### src/rtl/ptg_pkg.sv
package ptg_pkg;

    typedef enum logic [1:0] {
        PTG_IDLE = 2'd0,
        PTG_HOLD = 2'd1,
        PTG_RUN  = 2'd2
    } ptg_state_e;

endpackage

### src/rtl/ptg_rate_decode.sv
module ptg_rate_decode #(
    parameter int CODE_W   = 4,
    parameter int CNT_W    = 14,
    parameter int FAST1_SH = 7,
    parameter int FAST2_SH = 8
) (
    input  logic [CODE_W-1:0] code,
    output logic [CNT_W:0]    period,
    output logic              valid
);
    localparam logic [CNT_W:0]    ONE_P  = {{CNT_W{1'b0}}, 1'b1};
    localparam logic [CODE_W-1:0] ONE_C  = {{(CODE_W-1){1'b0}}, 1'b1};
    localparam logic [CODE_W-1:0] TWO_C  = ONE_C << 1;
    localparam logic [CODE_W-1:0] SH1    = FAST1_SH[CODE_W-1:0];
    localparam logic [CODE_W-1:0] SH2    = FAST2_SH[CODE_W-1:0];

    logic [CODE_W-1:0] sh;

    always_comb begin
        valid = (code != '0);
        if (code == ONE_C)      sh = SH1;
        else if (code == TWO_C) sh = SH2;
        else if (code == '0)    sh = '0;
        else                    sh = code - ONE_C;
        period = ONE_P << sh;
    end
endmodule

### src/rtl/ptg_ctrl.sv
module ptg_ctrl
    import ptg_pkg::*;
#(
    parameter int           DIV_W    = 3,
    parameter logic [2:0]   HOLD_MSK = 3'b110,
    parameter logic [2:0]   HOLD_VAL = 3'b110
) (
    input  logic             clk,
    input  logic             rst_n,
    input  logic             pie,
    input  logic             rate_ok,
    input  logic [DIV_W-1:0] div_ctrl,
    output ptg_state_e       st,
    output logic             cnt_clr,
    output logic             cnt_run
);
    logic       hold_req;
    logic       run_req;
    ptg_state_e st_nxt;

    assign hold_req = ((div_ctrl & HOLD_MSK) == HOLD_VAL);
    assign run_req  = pie && rate_ok;

    always_comb begin
        st_nxt = st;
        unique case (st)
            PTG_IDLE: begin
                if (hold_req)     st_nxt = PTG_HOLD;   // hold
                else if (run_req) st_nxt = PTG_RUN;    // start
            end
            PTG_HOLD: begin
                if (!hold_req)    st_nxt = run_req ? PTG_RUN : PTG_IDLE; // release
            end
            PTG_RUN: begin
                if (hold_req)     st_nxt = PTG_HOLD;   // hold
                else if (!run_req) st_nxt = PTG_IDLE;  // stop
            end
            default:              st_nxt = PTG_IDLE;
        endcase
    end

    always_ff @(posedge clk or negedge rst_n) begin
        if (!rst_n) st <= PTG_IDLE;
        else        st <= st_nxt;
    end

    always_comb begin
        cnt_clr = 1'b1;
        cnt_run = 1'b0;
        unique case (st)
            PTG_IDLE: begin cnt_clr = 1'b1; cnt_run = 1'b0; end
            PTG_HOLD: begin cnt_clr = 1'b1; cnt_run = 1'b0; end
            PTG_RUN:  begin cnt_clr = 1'b0; cnt_run = 1'b1; end
            default:  begin cnt_clr = 1'b1; cnt_run = 1'b0; end
        endcase
    end
endmodule

### src/rtl/ptg_counter.sv
module ptg_counter #(
    parameter int CNT_W = 14
) (
    input  logic           clk,
    input  logic           rst_n,
    input  logic           clr,
    input  logic           run,
    input  logic           tb_en,
    input  logic [CNT_W:0] period,
    output logic           fire
);
    localparam logic [CNT_W:0] ONE_P = {{CNT_W{1'b0}}, 1'b1};

    logic [CNT_W-1:0] elapsed;
    logic [CNT_W:0]   bumped;

    assign bumped = {1'b0, elapsed} + ONE_P;

    always_ff @(posedge clk or negedge rst_n) begin
        if (!rst_n) begin
            elapsed <= '0;
            fire    <= 1'b0;
        end else begin
            fire <= 1'b0;
            if (clr) begin
                elapsed <= '0;
            end else if (run && tb_en) begin
                if (bumped >= period) begin
                    elapsed <= '0;
                    fire    <= 1'b1;
                end else begin
                    elapsed <= bumped[CNT_W-1:0];
                end
            end
        end
    end
endmodule

### src/rtl/periodic_tick_gen.sv
module periodic_tick_gen
    import ptg_pkg::*;
#(
    parameter int CODE_W   = 4,
    parameter int FAST1_SH = 7,
    parameter int FAST2_SH = 8
) (
    input  logic              clk,
    input  logic              rst_n,
    input  logic              tb_en,
    input  logic [CODE_W-1:0] rate_code,
    input  logic [2:0]        div_ctrl,
    input  logic              pie,
    output logic              pf_set,
    output logic              irqf_set
);
    localparam int CNT_W = (1 << CODE_W) - 2;

    logic [CNT_W:0] period;
    logic           rate_ok;
    logic           cnt_clr;
    logic           cnt_run;
    logic           fire;
    ptg_state_e     st;

    ptg_rate_decode #(
        .CODE_W(CODE_W), .CNT_W(CNT_W),
        .FAST1_SH(FAST1_SH), .FAST2_SH(FAST2_SH)
    ) u_dec (
        .code(rate_code), .period(period), .valid(rate_ok)
    );

    ptg_ctrl #(.DIV_W(3)) u_ctrl (
        .clk(clk), .rst_n(rst_n), .pie(pie), .rate_ok(rate_ok),
        .div_ctrl(div_ctrl), .st(st), .cnt_clr(cnt_clr), .cnt_run(cnt_run)
    );

    ptg_counter #(.CNT_W(CNT_W)) u_cnt (
        .clk(clk), .rst_n(rst_n), .clr(cnt_clr), .run(cnt_run),
        .tb_en(tb_en), .period(period), .fire(fire)
    );

    assign pf_set   = fire;
    assign irqf_set = fire && pie;
endmodule

### config.mk
export PLATFORM = sky130hd
export DESIGN_NAME = periodic_tick_gen
export DESIGN_NICKNAME = d
export VERILOG_FILES = /design/src/rtl/ptg_pkg.sv /design/src/rtl/ptg_rate_decode.sv /design/src/rtl/ptg_ctrl.sv /design/src/rtl/ptg_counter.sv /design/src/rtl/periodic_tick_gen.sv
export SDC_FILE = /design/constraint.sdc
export NUM_CORES = 1
export LEC_CHECK = 0
export BUFFER_PORTS_ARGS = -buffer_cell sky130_fd_sc_hd__buf_2
export CAP_MARGIN = 5
export CORE_UTILIZATION = 59
export DETAILED_ROUTE_END_ITERATION = 10
export GPL_ROUTABILITY_DRIVEN = 0
export PLACE_DENSITY = 0.89
export SETUP_SLACK_MARGIN = 0.1
export SYNTH_ARGS = -nofsm -noshare
export SYNTH_HDL_FRONTEND = slang
export SYNTH_HIERARCHICAL = 1
export SYNTH_SLANG_ARGS = --single-unit
### constraint.sdc
create_clock -name clk -period 2.9 [get_ports clk]
set_input_delay 0.58 -clock clk [delete_from_list [all_inputs] [get_ports clk]]
set_output_delay 0.58 -clock clk [all_outputs]
set_load 0.01 [all_outputs]
After elaboration in Yosys (flattened, before gate mapping)
Cells that the tools add are included.

word-level totals
  register bits = 17
  word-level logic and storage cells = 40

cells by class
  mux-type cells = 17
  magnitude comparators = 1
  reduce and logical (&&, ||, !) cells = 7
  add/sub/neg operators = 2
  shifts and indexed selects = 1
  equal/unequal tests = 9

operators by type and width
  kind                   number
  $mux 14                3
  $add 14x1->15 const B  1
  $ge 15x15->1           1
  $shl 1x4->15 const A   1
  $mux 2                 6
  $mux 4                 3
  $pmux 2 s3             1
  $eq 2x2->1 const B     2
  $eq 4x1->1 const B     1
  $eq 4x2->1 const B     1
  $logic_not 4->1        1
  $mux 1                 4
  $reduce_bool 4->1      1
  $sub 4x1->4 const B    1
  $logic_and 1x1->1      3
  $ne 3x1->1 const B     1
  $ne 3x2->1 const B     1
  $reduce_and 3->1       1
  $eq 2x1->1 const B     1
  $logic_not 2->1        1
  $ne 2x1->1 const B     1
  $ne 2x2->1 const B     1

Depth between registers and ports, before layout
  word-level depth = 9
  depth in mapped cells = 12

By module
Netlist, hierarchy kept.

by module, submodules not included
  module             cells an instance  area an instance (sq um)  times used
  ptg_counter        146                1257.5                    1
  ptg_rate_decode    26                 133.9                     1
  ptg_ctrl           8                  81.3                      1
  periodic_tick_gen  1                  6.3                       1

Least setup slack after synthesis
No wires, ideal clock.

  path kind = register to register
  start = register u_cnt.elapsed[0]
  end = register u_cnt.elapsed[2]
  data required time = 2.780 ns
  period minus slack after synthesis = 2.398 ns
  cell stages (with the launch flop) = 13
  data arrival time = 2.278 ns
  path slack = 0.502 ns
  cell sequence = dfrtp_1 -> ha_1 -> and2_4 -> nand4_1 -> xor2_1 -> inv_1 -> ha_1 -> nand4_1 -> nor2_2 -> a21oi_2 -> and2_1 -> buf_2 -> a41o_1

between the ends
  cells in the longest elaborated chain, start to end = 5

ends and longest elaborated chain
  element                   RTL line           text
  start: declaration        ptg_counter.sv:14  logic [CNT_W-1:0] elapsed;
  start signal: assignment  ptg_counter.sv:32  elapsed <= bumped[CNT_W-1:0];
  $add 14x1->15 (*)         ptg_counter.sv:17  assign bumped = {1'b0, elapsed} + ONE_P;
  $ge 15x15->1              ptg_counter.sv:28  if (bumped >= period) begin
  $mux 14 (*)               ptg_counter.sv:28
  $mux 14 (*)               ptg_counter.sv:27  end else if (run && tb_en) begin
  $mux 14 (*)               ptg_counter.sv:25  if (clr) begin

Mark *: on every way between the ends. The rest lies on a longest branch, timed or not. The select of a mux whose other input is x is not followed.
A chain may end at the register's enable or synchronous reset.

Worst setup path after layout
  start = register u_cnt.elapsed[0]
  end = register u_cnt.elapsed[6]

The elaborated chain is that of the path after synthesis.

==> report_table.html <==
<table>
<tr><th>Metric</th><th>Value</th></tr>
<tr><th colspan="2">Status</th></tr>
<tr><td>Result of the run</td><td>finished clean</td></tr>
<tr><th colspan="2">Die</th></tr>
<tr><td>Starting Density</td><td>64.4%</td></tr>
<tr><td>Placeable core region</td><td>2300 um^2</td></tr>
<tr><td>Vertical extent of the die</td><td>52.1 um</td></tr>
<tr><td>Die area</td><td>2710 um^2</td></tr>
<tr><td>I/O pin count</td><td>13</td></tr>
<tr><td>FP Rows</td><td>17</td></tr>
<tr><td>Die outline width</td><td>52.1 um</td></tr>
<tr><th colspan="2">Timing</th></tr>
<tr><td>Setup violators final</td><td>0</td></tr>
<tr><td>Worst setup skew after layout</td><td>0.0128 ns</td></tr>
<tr><td>Pin slew with the least headroom to its limit</td><td>0.538 ns</td></tr>
<tr><td>Final critical-path required period</td><td>2.63 ns</td></tr>
<tr><td>Share of the clock period used by the worst path after layout</td><td>90.8%</td></tr>
<tr><td>Setup repair after global routing missed its margin</td><td>true</td></tr>
<tr><td>FMAX</td><td>380 MHz</td></tr>
<tr><td>Fin. max-slew vios</td><td>0</td></tr>
<tr><td>Setup WS post-layout</td><td>0.266 ns</td></tr>
<tr><td>Slew headroom</td><td>64.0%</td></tr>
<tr><td>Hold Violations, Final</td><td>0</td></tr>
<tr><td>Final total negative setup slack</td><td>0 ns</td></tr>
<tr><th colspan="2">Placed design</th></tr>
<tr><td>Standard cell area after detailed placement</td><td>1550 um^2</td></tr>
<tr><td>Worst setup timing slack at the placement stage</td><td>0.213 ns</td></tr>
<tr><td>Cell count after placement</td><td>217</td></tr>
<tr><td>Count of buffers from port buffering</td><td>11</td></tr>
<tr><td>Detailed placer's ending HPWL</td><td>2660 um</td></tr>
<tr><th colspan="2">Critical path</th></tr>
<tr><td>Sort of element at the start of the critical path</td><td>flop</td></tr>
<tr><td>Reg-to-Reg Start</td><td>u_cnt/elapsed[0]</td></tr>
<tr><td>Kind of capture point of the worst setup path</td><td>flop</td></tr>
<tr><td>Arrival time worst endpoint</td><td>2.82 ns</td></tr>
<tr><td>Worst-path maximum fanout</td><td>9</td></tr>
<tr><td>Critical path required time</td><td>3.09 ns</td></tr>
<tr><td>Critical path start-end classification</td><td>reg -&gt; reg</td></tr>
<tr><td>Launch point of the critical path</td><td>u_cnt/elapsed[0]</td></tr>
<tr><th colspan="2">Clock tree</th></tr>
<tr><td>Number of buffers inserted by hold repair at cts</td><td>0</td></tr>
<tr><td>Number of buffers added by the clock tree synthesis step</td><td>3</td></tr>
<tr><td>Clock tree buffer depth</td><td>2</td></tr>
<tr><td>Clock tree from TritonCTS</td><td>yes</td></tr>
<tr><td>Clock Sinks</td><td>17</td></tr>
<tr><td>H-tree level count</td><td>1</td></tr>
<tr><td>Post-CTS setup-driven buffer insertion count</td><td>0</td></tr>
<tr><td>Cell chosen for the clock root</td><td>clkbuf_4</td></tr>
<tr><td>Clock transition at the register clock pins on the worst setup and hold paths after CTS</td><td>0.11 ns</td></tr>
<tr><td>Quantity of gates resized following cts</td><td>0</td></tr>
<tr><td>Source-to-sink clock delay at the later pin of the worst-skew pair</td><td>0.30 ns</td></tr>
<tr><th colspan="2">Route</th></tr>
<tr><td>Post-DR vias/cell</td><td>5.87</td></tr>
<tr><td>DRC violations left</td><td>0</td></tr>
<tr><td>Drt initial violations</td><td>33</td></tr>
<tr><td>WL per Instance</td><td>15.3 um</td></tr>
<tr><td>Vias post-DR</td><td>1298</td></tr>
<tr><td>Total wirelength of the detailed-routed design</td><td>3380 um</td></tr>
<tr><td>Number of nets still failing antenna checks after routing</td><td>0</td></tr>
<tr><td>Iteration count of the initial detailed-routing pass</td><td>4</td></tr>
<tr><th colspan="2">Logic synthesis</th></tr>
<tr><td>Top area cells in the synthesized netlist</td><td>dfrtp_1 (29%), ha_1 (14%), inv_1 (5.8%), nand2_1 (4.3%), xnor2_1 (4.1%)</td></tr>
<tr><td>Post-synthesis sequential element count</td><td>17</td></tr>
<tr><td>Post-Synthesis Net Count</td><td>209</td></tr>
<tr><td>Most used flip-flop cell after synthesis</td><td>dfrtp_1</td></tr>
<tr><td>Synth cell types</td><td>38</td></tr>
<tr><td>Share of the synthesized area in the top cell type</td><td>28.8%</td></tr>
<tr><td>Mean area per synthesized cell</td><td>8.17 um^2</td></tr>
<tr><td>Count of mapped cells out of synthesis</td><td>181</td></tr>
<tr><td>Proportion of synthesized flip-flops having asynchronous set or reset</td><td>100%</td></tr>
<tr><td>Ys Warns</td><td>6</td></tr>
<tr><td>Post-synth EDFFs</td><td>0</td></tr>
<tr><td>Fraction of the yosys area taken by sequential cells</td><td>28.8%</td></tr>
<tr><td>Post-Syn Area</td><td>1480 um^2</td></tr>
<tr><td>Yosys top cell by area</td><td>dfrtp_1</td></tr>
<tr><th colspan="2">Cells and area</th></tr>
<tr><td>Synth-to-Final Area Change</td><td>7.44%</td></tr>
<tr><td>Post-layout utilization of the core</td><td>69.2%</td></tr>
<tr><td>Number of antenna cells inserted</td><td>0</td></tr>
<tr><td>Layout cell share with drive strength beyond 1</td><td>15.5%</td></tr>
<tr><td>Commonest cells after routing, fill and taps aside</td><td>inv_1 (23), nand2_1 (17), ha_1 (17), dfrtp_1 (14), nor2_1 (13)</td></tr>
<tr><td>Commonest non-fill, non-tap cell in the layout</td><td>inv_1</td></tr>
<tr><td>Post-layout instance area</td><td>1590 um^2</td></tr>
<tr><td>Number of nets in the layout</td><td>222</td></tr>
<tr><td>Final standard cell count with taps included and fillers excluded</td><td>221</td></tr>
<tr><th colspan="2">Power</th></tr>
<tr><td>Pwr dens</td><td>279 nW/um^2</td></tr>
<tr><td>Leakage power figure</td><td>0.808 nW</td></tr>
<tr><td>Max rail drop VDD</td><td>0.000208 V</td></tr>
<tr><th colspan="2">GRT</th></tr>
<tr><td>Largest net degree at the start of global routing</td><td>18</td></tr>
<tr><td>Global-route usage over all layers</td><td>29.3%</td></tr>
<tr><td>Leftover overflow at the end of global routing</td><td>0</td></tr>
<tr><td>First-pass GRT wire length</td><td>5690 um</td></tr>
<tr><td>Vias in the first global route</td><td>1336</td></tr>
<tr><td>Antenna violations before repair</td><td>0</td></tr>
<tr><th colspan="2">Worst hold path</th></tr>
<tr><td>Hold crit path type</td><td>in -&gt; async</td></tr>
<tr><th colspan="2">Run</th></tr>
<tr><td>Max-cap violations</td><td>0</td></tr>
</table>
## cells in the mapped netlist (2+ instances only)
library cell,instances
a21o_1,2
a21oi_1,8
a41o_1,5
and2_1,6
and3_1,3
and4_1,2
buf_2,2
dfrtp_1,17
ha_1,17
inv_1,23
nand2_1,17
nand2b_1,4
nand3_1,9
nand4_1,6
nor2_1,13
nor3_1,4
o21ai_1,11
xnor2_1,7
xor2_1,6
## flip-flops by register name, indices dropped and copies added, names as in the netlist
name           flops
u_cnt/fire         1
u_ctrl/st          2
u_cnt/elapsed     14
## where the power goes
| group | internal, mW | switching [mW] | leakage (nW) |
|---|---|---|---|
| clock network | 0.0514 | 0.0815 | 0.0177 |
| registers | 0.239 | 0.00298 | 0.230 |
| logic | 0.0235 | 0.0451 | 0.560 |
## final timing paths
| path | to | slack [ns] | cells past startpoint |
|---|---|---|---|
| setup / recovery | u_cnt/elapsed[6] | 0.27 | 11 |
| setup reg to reg | u_cnt/elapsed[6] | 0.27 | 11 |
| max in group asynchronous | u_cnt/elapsed[2] | 2.41 | 1 |
| hold / removal | u_cnt/elapsed[10] | 0.18 | 1 |
| hold reg to reg | u_ctrl/st[0] | 0.51 | 1 |
| min in group clk | u_ctrl/st[0] | 0.51 | 1 |
## logic make-up after synthesis
group / after synthesis / share of synthesized area (%)
AOI/OAI and AO/OA: 31 / 13.5
xor gates and xnor gates: 13 / 7.70
adders and majority gates: 17 / 14.4
buffers and inverters: 27 / 7.61
DFF: 17 / 28.8
other: 1 / 0.254
and+or+nand+nor: 75 / 27.8
## routing by layer
metal / routed length (um) / track usage (%) / up-vias
met3: 69 / 3.51 / 8
met4: 75 / 13.1 / 0
met1: 1490 / 32.1 / 618
met2: 1740 / 55.3 / 24
li1: - / - / 648
met5: 0 / 0 / -
## area by class of cell
class                      instances  area, um^2
tap                               28        35.0
clock inverter                     1        5.00
clock buffer                       3        22.5
inverter                          23        86.3
sequential                        17         429
timing repair buffer              12        62.6
fill                             193         708
multi-input combinational        137         948
## worst max-delay path, stage by stage (launching register included)
cell and delay (ns):
dfrtp_2 0.48, ha_1 0.24, and2_4 0.16, nand4_1 0.10, xor2_1 0.24, inv_1 0.07
ha_1 0.30, nand4_1 0.16, nor2_2 0.18, a21oi_2 0.09, and2_1 0.23, a41o_1 0.27
## through the flow
step | hold WS [ns] | total power, mW
3_3_place_gp | 0.445 | 0.309
6_report | 0.178 | 0.444
2_1_floorplan | 0.284 | 0.290
3_5_place_dp | 0.468 | 0.314
5_1_grt | 0.192 | 0.467
4_1_cts | 0.182 | 0.447
No activity file was read; power rests on OpenSTA's default activity.
